--- src/rtl/vdp_host_port.sv ---
module vdp_host_port #(
  parameter int AW        = 14,
  parameter int NUM_REGS  = 16,
  parameter int ACC_DELAY = 3
) (
  input  logic                  clk,
  input  logic                  rst_n,
  input  logic                  host_wr,
  input  logic                  host_rd,
  input  logic                  host_sel,
  input  logic [7:0]            host_wdata,
  output logic [7:0]            host_rdata,
  output logic                  acc_req,
  output logic                  acc_we,
  output logic [AW-1:0]         acc_addr,
  output logic [7:0]            acc_wdata,
  input  logic                  acc_ack,
  input  logic [7:0]            acc_rdata,
  input  logic                  ev_frame,
  input  logic                  ev_overflow,
  input  logic                  ev_collision,
  input  logic                  ev_line,
  input  logic                  ev_sprite_vld,
  input  logic [4:0]            ev_sprite,
  output logic [NUM_REGS*8-1:0] cfg_flat,
  output logic                  disp_en,
  output logic                  frame_irq_en,
  output logic                  line_irq_en,
  output logic                  mode_a,
  output logic                  mode_b,
  output logic                  spr_large,
  output logic                  spr_mag,
  output logic [3:0]            fg_colour,
  output logic [3:0]            bg_colour,
  output logic                  cram_sel,
  output logic                  irq
);

  localparam int DCW = $clog2(ACC_DELAY + 1);
  localparam int HIW = AW - 8;

  logic            phase_q;
  logic [7:0]      first_q;
  logic [AW-1:0]   ptr_q;
  logic [7:0]      rab_q;
  logic            pend_q;
  logic            pend_we_q;
  logic [DCW-1:0]  dly_q;
  logic [7:0]      status_q;
  logic            line_pend_q;
  logic            cram_q;
  logic [7:0]      cfg_q [NUM_REGS];

  wire data_wr  = host_wr & ~host_sel;
  wire ctrl_wr  = host_wr &  host_sel;
  wire data_rd  = host_rd & ~host_sel;
  wire stat_rd  = host_rd &  host_sel;
  wire ctrl_1st = ctrl_wr & ~phase_q;
  wire ctrl_2nd = ctrl_wr &  phase_q;
  wire cmd_reg  = ctrl_2nd & (host_wdata[7:6] == 2'b10);
  wire cmd_cram = ctrl_2nd & (host_wdata[7:6] == 2'b11);
  wire cmd_read = ctrl_2nd & (host_wdata[7:6] == 2'b00);
  wire q_read   = cmd_read | data_rd;
  wire queue    = data_wr | q_read;
  wire ack      = acc_req & acc_ack;

  always_ff @(posedge clk or negedge rst_n)
    if (!rst_n)                    phase_q <= 1'b0;
    else if (host_rd || data_wr)   phase_q <= 1'b0;
    else if (ctrl_wr)              phase_q <= ~phase_q;

  always_ff @(posedge clk or negedge rst_n)
    if (!rst_n)        first_q <= '0;
    else if (ctrl_1st) first_q <= host_wdata;

  always_ff @(posedge clk or negedge rst_n)
    if (!rst_n)        ptr_q <= '0;
    else if (ctrl_1st) ptr_q[7:0] <= host_wdata;
    else if (ctrl_2nd) ptr_q[AW-1:8] <= host_wdata[HIW-1:0];
    else if (ack)      ptr_q <= ptr_q + 1'b1;

  always_ff @(posedge clk or negedge rst_n)
    if (!rst_n)                  rab_q <= '0;
    else if (data_wr)            rab_q <= host_wdata;
    else if (ack && !pend_we_q)  rab_q <= acc_rdata;

  always_ff @(posedge clk or negedge rst_n)
    if (!rst_n) begin
      pend_q    <= 1'b0;
      pend_we_q <= 1'b0;
      dly_q     <= '0;
    end else if (queue) begin
      pend_q    <= 1'b1;
      pend_we_q <= data_wr;
      dly_q     <= DCW'(ACC_DELAY);
    end else begin
      if (ack)        pend_q <= 1'b0;
      if (dly_q != 0) dly_q  <= dly_q - 1'b1;
    end

  assign acc_req   = pend_q & (dly_q == 0);
  assign acc_we    = pend_we_q;
  assign acc_addr  = ptr_q;
  assign acc_wdata = rab_q;

  always_ff @(posedge clk or negedge rst_n)
    if (!rst_n)                      cram_q <= 1'b0;
    else if (cmd_cram)               cram_q <= 1'b1;
    else if (ctrl_2nd && !host_wdata[7]) cram_q <= 1'b0;

  assign cram_sel = cram_q;

  for (genvar g = 0; g < NUM_REGS; g++) begin : g_cfg
    always_ff @(posedge clk or negedge rst_n)
      if (!rst_n) cfg_q[g] <= '0;
      else if (cmd_reg && host_wdata[3:0] == 4'(g)) cfg_q[g] <= first_q;
    assign cfg_flat[g*8 +: 8] = cfg_q[g];
  end

  assign line_irq_en  = cfg_q[0][4];
  assign disp_en      = cfg_q[1][6];
  assign frame_irq_en = cfg_q[1][5];
  assign mode_a       = cfg_q[1][4];
  assign mode_b       = cfg_q[1][3];
  assign spr_large    = cfg_q[1][1];
  assign spr_mag      = cfg_q[1][0];
  assign fg_colour    = cfg_q[7][7:4];
  assign bg_colour    = cfg_q[7][3:0];

  always_ff @(posedge clk or negedge rst_n)
    if (!rst_n) begin
      status_q    <= '0;
      line_pend_q <= 1'b0;
    end else begin
      status_q[7] <= ev_frame     | (status_q[7] & ~stat_rd);
      status_q[6] <= ev_overflow  | (status_q[6] & ~stat_rd);
      status_q[5] <= ev_collision | (status_q[5] & ~stat_rd);
      if (ev_sprite_vld && !status_q[6]) status_q[4:0] <= ev_sprite;
      line_pend_q <= ev_line | (line_pend_q & ~stat_rd);
    end

  assign host_rdata = host_sel ? status_q : rab_q;
  assign irq = (status_q[7] & frame_irq_en) | (line_pend_q & line_irq_en);

  AST_PTR_LOW: assert property (@(posedge clk) disable iff (!rst_n)
    ctrl_1st |=> (ptr_q[7:0] == $past(host_wdata)));
  AST_READ_PHASE: assert property (@(posedge clk) disable iff (!rst_n)
    host_rd |=> !phase_q);
  AST_REQ_GAP: assert property (@(posedge clk) disable iff (!rst_n)
    queue |=> !acc_req);
  AST_REQ_HOLD: assert property (@(posedge clk) disable iff (!rst_n)
    (acc_req && !acc_ack && !queue) |=> acc_req);
  AST_ACK_STEP: assert property (@(posedge clk) disable iff (!rst_n)
    (ack && !ctrl_wr) |=> (ptr_q == AW'($past(ptr_q) + 1'b1)));
  AST_STATUS_CLR: assert property (@(posedge clk) disable iff (!rst_n)
    (stat_rd && !ev_frame) |=> !status_q[7]);

endmodule

--- config.mk ---
export PLATFORM = sky130hd
export DESIGN_NAME = vdp_host_port
export DESIGN_NICKNAME = d
export VERILOG_FILES = /design/src/rtl/vdp_host_port.sv
export SDC_FILE = /design/constraint.sdc
export NUM_CORES = 1
export LEC_CHECK = 0
export ABC_AREA = 1
export BUFFER_PORTS_ARGS = -buffer_cell sky130_fd_sc_hd__buf_2
export CAP_MARGIN = 10
export CORE_MARGIN = 3
export CORE_UTILIZATION = 47
export CTS_CLUSTER_SIZE = 12
export DETAILED_ROUTE_END_ITERATION = 10
export PLACE_DENSITY_LB_ADDON = 0.1
export SLEW_MARGIN = 20
export SYNTH_ARGS = -nofsm -noshare
export SYNTH_HDL_FRONTEND = slang
export SYNTH_SLANG_ARGS = --single-unit
--- constraint.sdc ---
create_clock -name clk -period 1.45 [get_ports clk]
set_input_delay 0.0725 -clock clk [delete_from_list [all_inputs] [get_ports clk]]
set_output_delay 0.0725 -clock clk [all_outputs]
set_load 0.03 [all_outputs]
Yosys cells after proc, flatten, opt, wreduce, memory -nomap -nowiden --
Cells that the tools add are included.
Storage, ports and cells: logic and storage cells 127, input port bits 32, register bits after elaboration 173, output and inout port bits 177
Cells by class: reduce and logical (&&, ||, !) cells 36, eq/ne operators 18, add/sub/neg operators 2, mux-type cells 15, bitwise operators 28
Operators by type and width (number):
- $mux W8 | 5
- $eq A4 B4 Y1 const B | 8
- $logic_and A1 B1 Y1 | 19
- $and A1 B1 Y1 | 17
- $eq A4 B3 Y1 const B | 4
- $reduce_bool A2 Y1 | 8
- $add A14 B1 Y14 const B | 1
- $mux W14 | 1
- $eq A4 B2 Y1 const B | 2
- $or A1 B1 Y1 | 7
- $mux W1 | 6
- $mux W6 | 1
- $eq A2 B2 Y1 const B | 2
- $eq A4 B1 Y1 const B | 1
- $logic_not A2 Y1 | 2
- $logic_not A4 Y1 | 1
- $mux W2 | 2
- $not A1 Y1 | 4
- $reduce_and A2 Y1 | 2
- $logic_not A1 Y1 | 3
- $ne A2 B2 Y1 const B | 1
- $sub A2 B1 Y2 const B | 1
- $logic_or A1 B1 Y1 | 1

Logic depth before layout (Yosys ltp) --
Gate-level depths: netlist of the first run.
word-level depth 6, mapped depth 10, mapped depth without buffers 10

Worst setup path after synthesis of the first run --
OpenSTA, ideal clock, no wires.
kind register to register, from reg dly_q[0], to reg ptr_q[5], in the netlist acc_addr[5], path buffers 1, clock period less this slack 1.702 ns, required time 1.333 ns, cell stages (with the launch flop) 11, arrival 1.585 ns, path slack -0.252 ns, library setup time 0.117 ns, cells stage by stage dfrtp_1 inv_1 ha_1 nand2_1 inv_1 nand3_1 inv_1 buf_2 nand3_1 nand2_1 nand2_1
Between the ends: longest elaborated chain between the ends 5
Ends and longest elaborated chain:
- start: declaration | line 48 | logic [DCW-1:0] dly_q;
- start signal: assignment | line 95 | dly_q <= DCW'(ACC_DELAY);
- start signal: assignment | line 98 | if (dly_q != 0) dly_q <= dly_q - 1'b1;
- $logic_not A2 Y1 | line 101 | assign acc_req = pend_q & (dly_q == 0);
- $and A1 B1 Y1 | line 101
- via acc_req | line 13 | output logic acc_req,
- $and A1 B1 Y1 | line 65 | wire ack = acc_req & acc_ack;
- $reduce_bool A2 Y1 (no line)
- $reduce_and A2 Y1 (no line)
- end signal: assignment | line 78 | else if (ctrl_1st) ptr_q[7:0] <= host_wdata;
- end signal: indexed assignment | line 79 | else if (ctrl_2nd) ptr_q[AW-1:8] <= host_wdata[HIW-1:0];
- end signal: assignment | line 80 | else if (ack) ptr_q <= ptr_q + 1'b1;
- end: declaration | line 44 | logic [AW-1:0] ptr_q;
The timed path passes the listed nets, and every way through them passes these cells. A chain may end at the register's enable or synchronous reset.

Worst setup path in the final report of the first run --
from in host_wr, to reg cfg_q, in the netlist bg_colour[1]
Between the ends: longest elaborated chain between the ends 4
Ends and longest elaborated chain:
- start: declaration | line 8 | input logic host_wr,
- $and A1 B1 Y1 | line 55 | wire ctrl_wr = host_wr & host_sel;
- $and A1 B1 Y1 | line 59 | wire ctrl_2nd = ctrl_wr & phase_q;
- $and A1 B1 Y1 | line 60 | wire cmd_reg = ctrl_2nd & (host_wdata[7:6] == 2'b10);
- $logic_and A1 B1 Y1 | line 116 | else if (cmd_reg && host_wdata[3:0] == 4'(g)) cfg_q[g] <= first_q;
- end signal: indexed assignment | line 116
- end: declaration | line 52 | logic [7:0] cfg_q [NUM_REGS];
Every way passes these cells.

==> summary.txt, run 1 <==
Pwr
  • LEAKAGE: 0.005338 uW
  • Clock power share: 33.6%
  • PD cells: 1296 mW/mm^2
  • Psw: 4214 uW
  • Net Sw Frac: 33.09%
  • Internal power: 8523 uW
  • Comb power frac: 22.6%
  • Peak supply drop: 913.0 uV
  • Seq pwr share: 43.8%

Detailed routing
  • Via count: 6026
  • Routed wire length: 19970 microns
  • Initial DRC count: 329
  • Remaining antenna violation count after routing: 0
  • Drt drc: 0
  • Drt wl/cell: 16.21 microns
  • Vias/cell: 4.891
  • Pre-antenna DRT Iters: 5

Critical path
  • Slowest-stage cell, CP: dlygate4sd3_1
  • Required time of the critical path: 1750 ps
  • CP Class: in2reg
  • Worst stage delay on the critical path: 540 ps
  • Largest delay share family, worst path: simple AND/OR/NAND/NOR gates
  • CP bufs+invs: 2
  • Arrival time at the worst endpoint: 1710 ps
  • Worst path cell trace: dlygate4sd3_1 > buf_4 > nand2_4 > nor2_8 > nand2_8 > nor2_4 > nand2_2 > nand2_1 > o21ai_2
  • Crit path launch type: input port
  • Maximum fanout along the worst path: 16
  • CP Capture Type: flip-flop

GRT
  • Total GRT Usage: 22.55%
  • Total grt overflow: 0
  • First-pass GRT wire length: 31420 microns
  • Number of global-route vias before repair: 5690
  • Antenna violations before repair: 0
  • Largest net degree at the start of global routing: 49

Cells and area
  • Total inserted antenna cells: 0
  • Synth-to-layout area growth: 29.81%
  • FF/Latch Area: 0.004332 sq mm
  • Layout cells sized above 1: 39.18%
  • Filler cells: 1343
  • Layout Nets: 1042
  • Multi-input combinational cell area: 0.002788 sq mm

Hold path
  • Hold Path Class: in2reg

Synthesis
  • Yosys top cell area share: 57.20%
  • Synthesized area per cell: 9.919 sq um
  • Synth top area cells: dfrtp_1, nand2_1, o21ai_2
  • Async set or reset register ratio after synthesis: 100.0%
  • Yosys reg bits: 173
  • Post-synth top flop: dfrtp_1
  • EDFF count, synth: 0
  • Library cells used by synthesis: 32
  • Area leader, netlist: dfrtp_1
  • Post-Syn Nets: 797
  • Cells after Synth: 763
  • Seq/Total Area, Yosys: 57.20%
  • Most frequent cell after synthesis: nand2_1
  • Mapped Area: 0.007569 sq mm
  • Synth warn: 0
  • Top cells by count, synth: nand2_1, dfrtp_1, o21ai_2

STA
  • WHS: 20.66 ps
  • Max Freq: 712.2 MHz
  • Final worst setup slack: 45.91 ps
  • Worst-Margin Slew: 556.2 ps
  • Final Max Tran Viols: 0
  • Setup tns final: 0 ps
  • Minimum clock period: 1404 ps
  • Layout Skew: 6.714 ps
  • Endpoints failing setup: 0
  • Final hold viol count: 0
  • Tcrit/Tclk final: 96.83%
  • Unrepaired setup endpoints after global routing: true
  • Slew HR: 62.53%

Place
  • # port buffers: 208
  • Place WS: 2.137 ps
  • Dpl hpwl: 13950 microns
  • Routability cong.: 0.8167

Floorplan
  • Initial Utilization: 48.88%
  • CORE AREA: 0.01548 sq mm
  • Num rows: 45
  • Die height: 132.9 microns
  • DIE AREA: 0.01766 sq mm
  • Ports: 209
  • Die Span X: 132.9 microns

Run
  • Max Cap Viol: 0

Clock tree
  • TritonCTS clock tree: done
  • CTS H-Tree Depth: 4
  • Clock buffer depth: 2
  • Clk root buf: clkbuf_16
  • Skew-Pair Late Insertion Delay: 420 ps
  • Clock Sinks: 173
  • Num CTS Buffers: 17
  • Clk slew on worst S/H paths: 60 ps

Outcome
  • Status: complete, no violations
## tightest hold or removal path: stages
cell and delay (ps):
buf_2 90, nand2_1 40, o21ai_0 70, nand2_1 60, o21ai_0 70
## layout make-up
cell class / instances / area share (%)
Inverter: 55 / 2.203
Tap cell: 211 / 2.687
Clock buffer: 20 / 4.445
Timing Repair Buffer: 270 / 17.03
Sequential cell: 173 / 44.09
Multi-Input combinational cell: 491 / 28.37
Clock inverter: 12 / 1.172
## metrics by stage
step / cells / cell area, sq um / utilization, % / power [uW]
2_1_floorplan: 763 / 7589 / - / 7268
3_3_place_gp: 1167 / 8836 / 57.07 / 8305
3_5_place_dp: 1167 / 8836 / 57.07 / 8348
4_1_cts: 1223 / 9646 / 62.29 / 12720
5_1_grt: 1232 / 9824 / 63.45 / 13330
6_report: 1232 / 9824 / 63.45 / 12740
## path summary, 6_finish.rpt
| kind | startpoint | endpoint | slack, ps | cells after the start |
|---|---|---|---|---|
| min in group asynchronous | rst_n | acc_wdata[3] | 160 | 2 |
| max reg2reg | phase_q | bg_colour[1] | 70 | 7 |
| max in group asynchronous | rst_n | acc_addr[0] | 690 | 3 |
| max | host_wr | bg_colour[1] | 50 | 9 |
| min | acc_rdata[3] | acc_wdata[3] | 20 | 5 |
| min reg2reg | cfg_flat[31] | cfg_flat[31] | 480 | 2 |
## placed cells by master, fill, tap and decap left out, drive strengths merged, types with 4 or more instances in the layout
| cell type | count |
|---|---|
| mux2 | 5 |
| o21ai | 165 |
| nand3 | 22 |
| buf | 245 |
| nor2 | 31 |
| clkinv | 6 |
| clkbuf | 21 |
| inv | 57 |
| dfrtp | 173 |
| dlygate4sd3 | 24 |
| nand2 | 242 |
| xor2 | 4 |
## per-layer routing
layer  GRT usage [%]  routed length (microns)  vias up
met1           32.23                     9199     2861
met3           5.019                     1096       25
met2           34.93                     9352      173
li1                -                        -     2967
met5               0                        0        -
met4           6.178                      325        0
## kinds of logic (layout without fill, tap and decap cells)
group | Yosys count | after routing | synth area share, %
multiplexers | 5 | 5 | 0.7439
AO/OA/AOI/OAI | 179 | 179 | 15.89
AND/OR/NAND/NOR | 300 | 301 | 17.94
buffers and inverters | 100 | 357 | 7.439
flip-flops | 173 | 173 | 57.20
XOR/XNOR | 4 | 4 | 0.4628
adder cells (fa/ha/maj) | 2 | 2 | 0.3306
## power groups by stage
stage          logic, uW  clock network, uW  registers [uW]
3_5_place_dp        2720                  0            5630
3_3_place_gp        2680                  0            5630
2_1_floorplan       1130                  0            6140
4_1_cts             2810               4360            5550
6_report            2880               4280            5580
5_1_grt             3130               4560            5630
## registers in the layout, indices dropped and copies added (netlist names)
register     cells
phase_q          1
pend_q           1
first_q          8
bg_colour        4
cfg_flat       124
status_q         8
acc_we           1
dly_q            2
line_pend_q      1
acc_addr        14
cram_sel         1
acc_wdata        8
## repair_timing
action / CTS / global route
resized for setup: 5 / 25
hold buffers: 24 / 0
endpoints found under the setup margin: 9 / 53
hold endpoints to repair: 197 / 0
pin swaps: 1 / 5
buffers inserted: 0 / 7
gates cloned: 0 / 2
Power figures use the tool's default switching activity.
==> inputs of run 2 (changes only) <==
Settings changed: HOLD_SLACK_MARGIN set to 0.03, MAX_ROUTING_LAYER set to met4.
==> summary.txt, run 2 (same netlist as run 1, synthesis figures left out) <==
Pwr
  • Net Sw Frac: 33.17% (+0.087 points)
  • Psw: 4234 uW (+0.46%)
  • PD cells: 1302 mW/mm^2 (+0.44%)
  • Peak supply drop: 916.1 uV (+0.34%)
  • Internal power: 8528 uW (about the same)
  • Total Power: 12760 uW (+0.19%)
  • Comb power frac: 22.6% (about the same)
  • Seq pwr share: 43.7% (about the same)
  • Clock power share: 33.7% (about the same)
  • LEAKAGE: 0.005348 uW (+0.19%)

Hold path
  • Hold wc startpoint: host_wdata[0]
  • Hold Crit Depth: 5 (unchanged)
  • Worst-case hold path end point: acc_addr[8]
  • Hold Path Class: in2reg

GRT
  • Largest net degree at the start of global routing: 49 (unchanged)
  • First-pass GRT wire length: 31680 microns (+0.83%)
  • Total GRT Usage: 23.44% (+0.89 points)
  • Antenna violations before repair: 0 (unchanged)
  • Number of global-route vias before repair: 5743 (+0.93%)
  • Total grt overflow: 0 (unchanged)

STA
  • Worst-Margin Slew: 554.9 ps (-1.293 ps)
  • Minimum clock period: 1434 ps (+29.52 ps)
  • Tcrit/Tclk final: 98.87% (+2.0 points)
  • WHS: 79.10 ps (+58.44 ps)
  • Layout Skew: 5.767 ps (-0.9472 ps)
  • Max Freq: 697.5 MHz (-2.1%)
  • Final Max Tran Viols: 0 (unchanged)
  • Endpoints failing setup: 0 (unchanged)
  • Final worst setup slack: 16.39 ps (-29.52 ps)
  • Unrepaired setup endpoints after global routing: true
  • Slew HR: 62.62% (+0.087 points)
  • Final hold viol count: 0 (unchanged)

Cells and area
  • Filler cells: 1334 (-0.67%)
  • Total inserted antenna cells: 0 (unchanged)
  • Layout cells sized above 1: 38.51% (-0.66 points)
  • Commonest non-fill, non-tap cell in the layout: nand2_1
  • Synth-to-layout area growth: 29.49%
  • Commonest cells after routing, fill and taps aside: nand2_1, buf_2, dfrtp_1
  • Max reg flops: 124 (unchanged)
  • Layout Nets: 1044 (+0.19%)
  • Multi-input combinational cell area: 0.002756 sq mm (-1.1%)
  • Non-filler cells, final: 1234 (+0.16%)
  • FF/Latch Area: 0.004332 sq mm (unchanged)

Critical path
  • Slowest-stage cell, CP: dlygate4sd3_1
  • CP Class: in2reg
  • Reg-to-Reg Start: phase_q
  • R2R cell count: 7 (unchanged)
  • Crit path launch type: input port
  • Arrival time at the worst endpoint: 1740 ps (+30 ps)
  • FF-to-FF End: bg_colour[1]
  • CP Capture Type: flip-flop
  • CP most frequent cell: nand2_1
  • Worst stage delay on the critical path: 540 ps (about the same)
  • Worst path cell trace: dlygate4sd3_1 > buf_2 > nand2_1 > inv_1 > nand2_2 > nand2_1 > o21ai_2
  • Maximum fanout along the worst path: 16 (unchanged)
  • R2r setup slk: 20 ps (-50 ps)
  • Required time of the critical path: 1750 ps (about the same)

Clock tree
  • Num CTS Buffers: 17 (unchanged)
  • CTS H-Tree Depth: 4 (unchanged)
  • Skew-Pair Late Insertion Delay: 420 ps (about the same)
  • TritonCTS clock tree: done
  • Clk root buf: clkbuf_16
  • Clk slew on worst S/H paths: 70 ps (about the same)
  • Clock buffer depth: 2 (unchanged)
  • Clock Sinks: 173 (unchanged)

Detailed routing
  • Remaining antenna violation count after routing: 0 (unchanged)
  • Pre-antenna DRT Iters: 5 (unchanged)
  • Initial DRC count: 390 (+19%)
  • Drt wl/cell: 16.13 microns (-0.53%)
  • Drt drc: 0 (unchanged)
  • Via count: 6082 (+0.93%)
  • Routed wire length: 19900 microns (-0.37%)
  • Vias/cell: 4.929 (+0.77%)

Floorplan
  • Ports: 209 (unchanged)
  • Num rows: 45 (unchanged)
  • Die Span X: 132.9 microns (unchanged)
  • Initial Utilization: 48.88% (unchanged)
  • DIE AREA: 0.01766 sq mm (unchanged)
  • CORE AREA: 0.01548 sq mm (unchanged)
  • Die height: 132.9 microns (unchanged)

Place
  • Routability cong.: 0.8289 (+1.5%)
  • Placed cells: 1167 (unchanged)
  • # port buffers: 208 (unchanged)
  • Dpl hpwl: 13950 microns (unchanged)
  • Place WS: 2.137 ps (unchanged)

Run
  • Max Cap Viol: 0 (unchanged)

Outcome
  • Status: complete, no violations
==> run 2: cell types whose count changed in the layout (fill, tap and decap cells not counted), sizes merged <==
cell	previous run	this run
clkbuf	21	20
dlygate4sd3	24	30
nand2	242	241
buf	245	243
==> run 2: routing by layer <==
layer | global-route usage (%) | wire length (microns) | vias to the layer above | part of all wire [%]
met5 | - | 0 | - | 0
met2 | 34.71 | 9198 | 191 | 46
met3 | 4.487 | 1002 | 32 | 5.0
met1 | 32.81 | 9273 | 2888 | 47
li1 | - | - | 2971 | -
met4 | 7.564 | 427 | 0 | 2.1
==> run 2: critical path, delay by kind of cell <==
family                 cells  cell delay (ps)
and+or+nand+nor            3              540
buffers and inverters      3             1050
AOI/OAI and AO/OA          1               60
==> run 2: timing repair <==
| item | CTS | global route |
|---|---|---|
| endpoints found under the hold margin | 208 | 0 |
| pin swaps | 1 | 2 |
| setup endpoints to repair | 9 | 54 |
| setup buffers | 0 | 4 |
| gates resized for setup | 5 | 18 |
| cloned | 0 | 1 |
| hold buffers | 30 | 0 |
==> run 2: final cells by class <==
| cell class | count | area share (%) |
|---|---|---|
| inverter | 55 | 2.209 |
| tap | 211 | 2.694 |
| multi-input combinational | 490 | 28.12 |
| sequential | 173 | 44.20 |
| clock inverter | 12 | 1.175 |
| timing repair buffer | 273 | 17.15 |
| clock buffer | 20 | 4.456 |
==> run 2: per-stage QoR <==
step / cell area [sq um] / util (%) / TNS [ps]
after global routing: 9801 / 63.30 / -1519
after CTS: 9706 / 62.68 / 0
after detailed placement: 8836 / 57.07 / 0
after floorplan: 7589 / - / 0
after global placement: 8836 / 57.07 / 0
final: 9801 / 63.30 / 0
==> run 2: worst max-delay path by stage <==
stage | from | end | slack [ps] | depth (start not counted)
2_1_floorplan | dly_q[0] | acc_wdata[1] | 10 | 6
3_3_place_gp | phase_q | cfg_flat[116] | 40 | 7
3_5_place_dp | phase_q | cfg_flat[117] | 2 | 7
4_1_cts | dly_q[1] | acc_req | 0.5 | 5
5_1_grt | host_wdata[7] | bg_colour[0] | -90 | 10
6_report | host_wdata[1] | bg_colour[1] | 20 | 7
==> run 2: power groups by stage <==
stage / clock [uW] / sequential, uW / combinational, uW
4_1_cts: 4360 / 5550 / 2820
2_1_floorplan: 0 / 6140 / 1130
5_1_grt: 4560 / 5630 / 3140
3_5_place_dp: 0 / 5630 / 2720
3_3_place_gp: 0 / 5630 / 2680
6_report: 4300 / 5580 / 2880
==> inputs of run 3 (changes only) <==
Settings changed: CELL_PAD_IN_SITES_DETAIL_PLACEMENT set to 0, CELL_PAD_IN_SITES_GLOBAL_PLACEMENT set to 1, CORE_UTILIZATION 47 to 36, MAX_ROUTING_LAYER met4 to not set.
==> summary.txt, run 3 (same netlist as run 1, synthesis figures left out) <==
STA
  • Tcrit/Tclk final: 98.76% (-0.11 points)
  • Worst-Margin Slew: 518.2 ps (-36.67 ps)
  • Endpoints failing setup: 0 (unchanged)
  • Layout Skew: 17.75 ps (+11.99 ps)
  • Final Max Tran Viols: 0 (unchanged)
  • Unrepaired setup endpoints after global routing: true
  • Slew HR: 65.09% (+2.5 points)
  • Final hold viol count: 0 (unchanged)
  • Minimum clock period: 1432 ps (-1.535 ps)
  • Max Freq: 698.3 MHz (+0.11%)
  • WHS: 101.8 ps (+22.65 ps)

Pwr
  • LEAKAGE: 0.005366 uW (+0.34%)
  • PD cells: 1310 mW/mm^2 (+0.62%)
  • Total Power: 13100 uW (+2.6%)
  • Peak supply drop: 843.9 uV (-7.9%)

Clock tree
  • Num CTS Buffers: 17 (unchanged)
  • CTS H-Tree Depth: 4 (unchanged)
  • TritonCTS clock tree: done
  • Skew-Pair Late Insertion Delay: 430 ps (about the same)
  • Clock Sinks: 173 (unchanged)
  • Clk slew on worst S/H paths: 80 ps (about the same)
  • Clock buffer depth: 2 (unchanged)
  • Clk root buf: clkbuf_16

Critical path
  • R2r setup slk: 20 ps (about the same)
  • CP Capture Type: flip-flop
  • Slowest-stage cell, CP: dfrtp_1
  • Critical Path Start: phase_q
  • CP endpoint: cfg_flat[122]
  • Stages on worst setup path: 7 (unchanged)
  • Reg-to-Reg Start: phase_q
  • Worst path cell trace: inv_1 > nor2_8 > nand2_8 > nor2_4 > nand2_2 > nand2_1 > o21ai_2
  • Maximum fanout along the worst path: 16 (unchanged)
  • CP Class: reg2reg
  • R2R cell count: 7 (unchanged)
  • Worst stage delay on the critical path: 350 ps (-190 ps)
  • Required time of the critical path: 1770 ps (+20 ps)
  • FF-to-FF End: cfg_flat[122]
  • Crit path launch type: flip-flop
  • Arrival time at the worst endpoint: 1750 ps (about the same)
  • CP bufs+invs: 1 (-2)
  • Largest delay share family, worst path: simple AND/OR/NAND/NOR gates

Cells and area
  • Synth-to-layout area growth: 32.05%
  • Filler cells: 2036 (+53%)
  • Finished Cell Area: 0.009995 sq mm (+2.0%)
  • Commonest cells after routing, fill and taps aside: nand2_1, buf_2, dfrtp_1
  • Max reg flops: 124 (unchanged)
  • Total inserted antenna cells: 0 (unchanged)
  • Commonest non-fill, non-tap cell in the layout: nand2_1
  • Layout cells sized above 1: 39.22% (+0.71 points)
  • Layout Nets: 1046 (+0.19%)
  • Non-filler cells, final: 1295 (+4.9%)

Floorplan
  • DIE AREA: 0.02280 sq mm (+29%)
  • CORE AREA: 0.02043 sq mm (+32%)
  • Ports: 209 (unchanged)
  • Initial Utilization: 37.05% (-12 points)
  • Die Span X: 151.0 microns (+14%)
  • Num rows: 52 (+16%)
  • Die height: 151.0 microns (+14%)

Detailed routing
  • Vias/cell: 4.610 (-6.5%)
  • Drt drc: 0 (unchanged)
  • Routed wire length: 21050 microns (+5.8%)
  • Initial DRC count: 233 (-40%)
  • Pre-antenna DRT Iters: 4 (-1)
  • Remaining antenna violation count after routing: 0 (unchanged)
  • Drt wl/cell: 16.26 microns (+0.80%)
  • Via count: 5970 (-1.8%)

GRT
  • Number of global-route vias before repair: 5770 (+0.47%)
  • Total grt overflow: 0 (unchanged)
  • Antenna violations before repair: 0 (unchanged)
  • Largest net degree at the start of global routing: 43 (-12%)
  • First-pass GRT wire length: 33030 microns (+4.3%)
  • Total GRT Usage: 19.05% (-4.4 points)

Place
  • Post-place instance area: 0.009005 sq mm (+1.9%)
  • Dpl hpwl: 15300 microns (+9.6%)
  • # port buffers: 208 (unchanged)
  • Routability cong.: 0.7781 (-6.1%)
  • Placed cells: 1232 (+5.6%)

Hold path
  • Hold Path Class: in2async

Outcome
  • Status: complete, no violations

Run
  • Max Cap Viol: 0 (unchanged)
-- run 3: cell types whose count changed in the layout (fill, tap and decap cells not counted), moves of 3 or more --
cell | before | now
buf_12 | 5 | 9
buf_6 | 3 | 6
clkbuf_1 | 3 | 0
inv_8 | 1 | 4
-- run 3: worst min-delay path by stage --
| stage | from | endpoint | slack (ps) |
|---|---|---|---|
| after floorplan | rst_n | acc_addr[0] | -220 |
| after global placement | rst_n | bg_colour[2] | -7 |
| after detailed placement | rst_n | bg_colour[2] | -9 |
| after CTS | rst_n | bg_colour[2] | 90 |
| after global routing | rst_n | bg_colour[2] | 120 |
| final | rst_n | bg_colour[2] | 100 |
-- run 3: power breakdown --
part	switching, uW	total (uW)	internal (uW)	leakage [uW]
logic	1980	2960	973	0.00276
registers	320	5540	5220	0.00231
clock network	2140	4600	2460	0.000290
total	4440	13100	8650	0.00537
-- run 3: per-layer routing --
metal | global-route usage [%] | wire length (microns) | vias up
met5 | 0 | 0 | -
met2 | 30.50 | 10010 | 160
li1 | - | - | 2976
met4 | 5.893 | 393 | 0
met1 | 26.36 | 9637 | 2814
met3 | 3.591 | 1015 | 20
-- run 3: what timing repair did --
action / in CTS / in global routing
pin swaps: 0 / 3
buffers inserted: 1 / 2
setup endpoints to repair: 2 / 73
gates cloned: 0 / 0
gates resized for setup: 2 / 23
hold endpoints to repair: 209 / 0
hold buffers: 28 / 0
-- run 3: stage by stage --
| step | setup slack [ps] | utilization [%] | TNS (ps) |
|---|---|---|---|
| after floorplan | 10.20 | - | 0 |
| after global routing | -125.6 | 48.92 | -3685 |
| final | 17.92 | 48.92 | 0 |
| after global placement | 52.22 | 44.08 | 0 |
| after detailed placement | 10.08 | 44.08 | 0 |
| after CTS | -0.7061 | 48.45 | -0.7061 |
-- run 3: cell type report --
type	instances	area [sq um]	area share, %
Sequential cell	173	4332	43.34
Multi-Input combinational cell	490	2751	27.53
Timing Repair Buffer	275	1754	17.55
Clock buffer	17	425.4	4.256
Tap cell	270	337.8	3.380
Inverter	55	220.2	2.203
Clock inverter	15	173.9	1.740
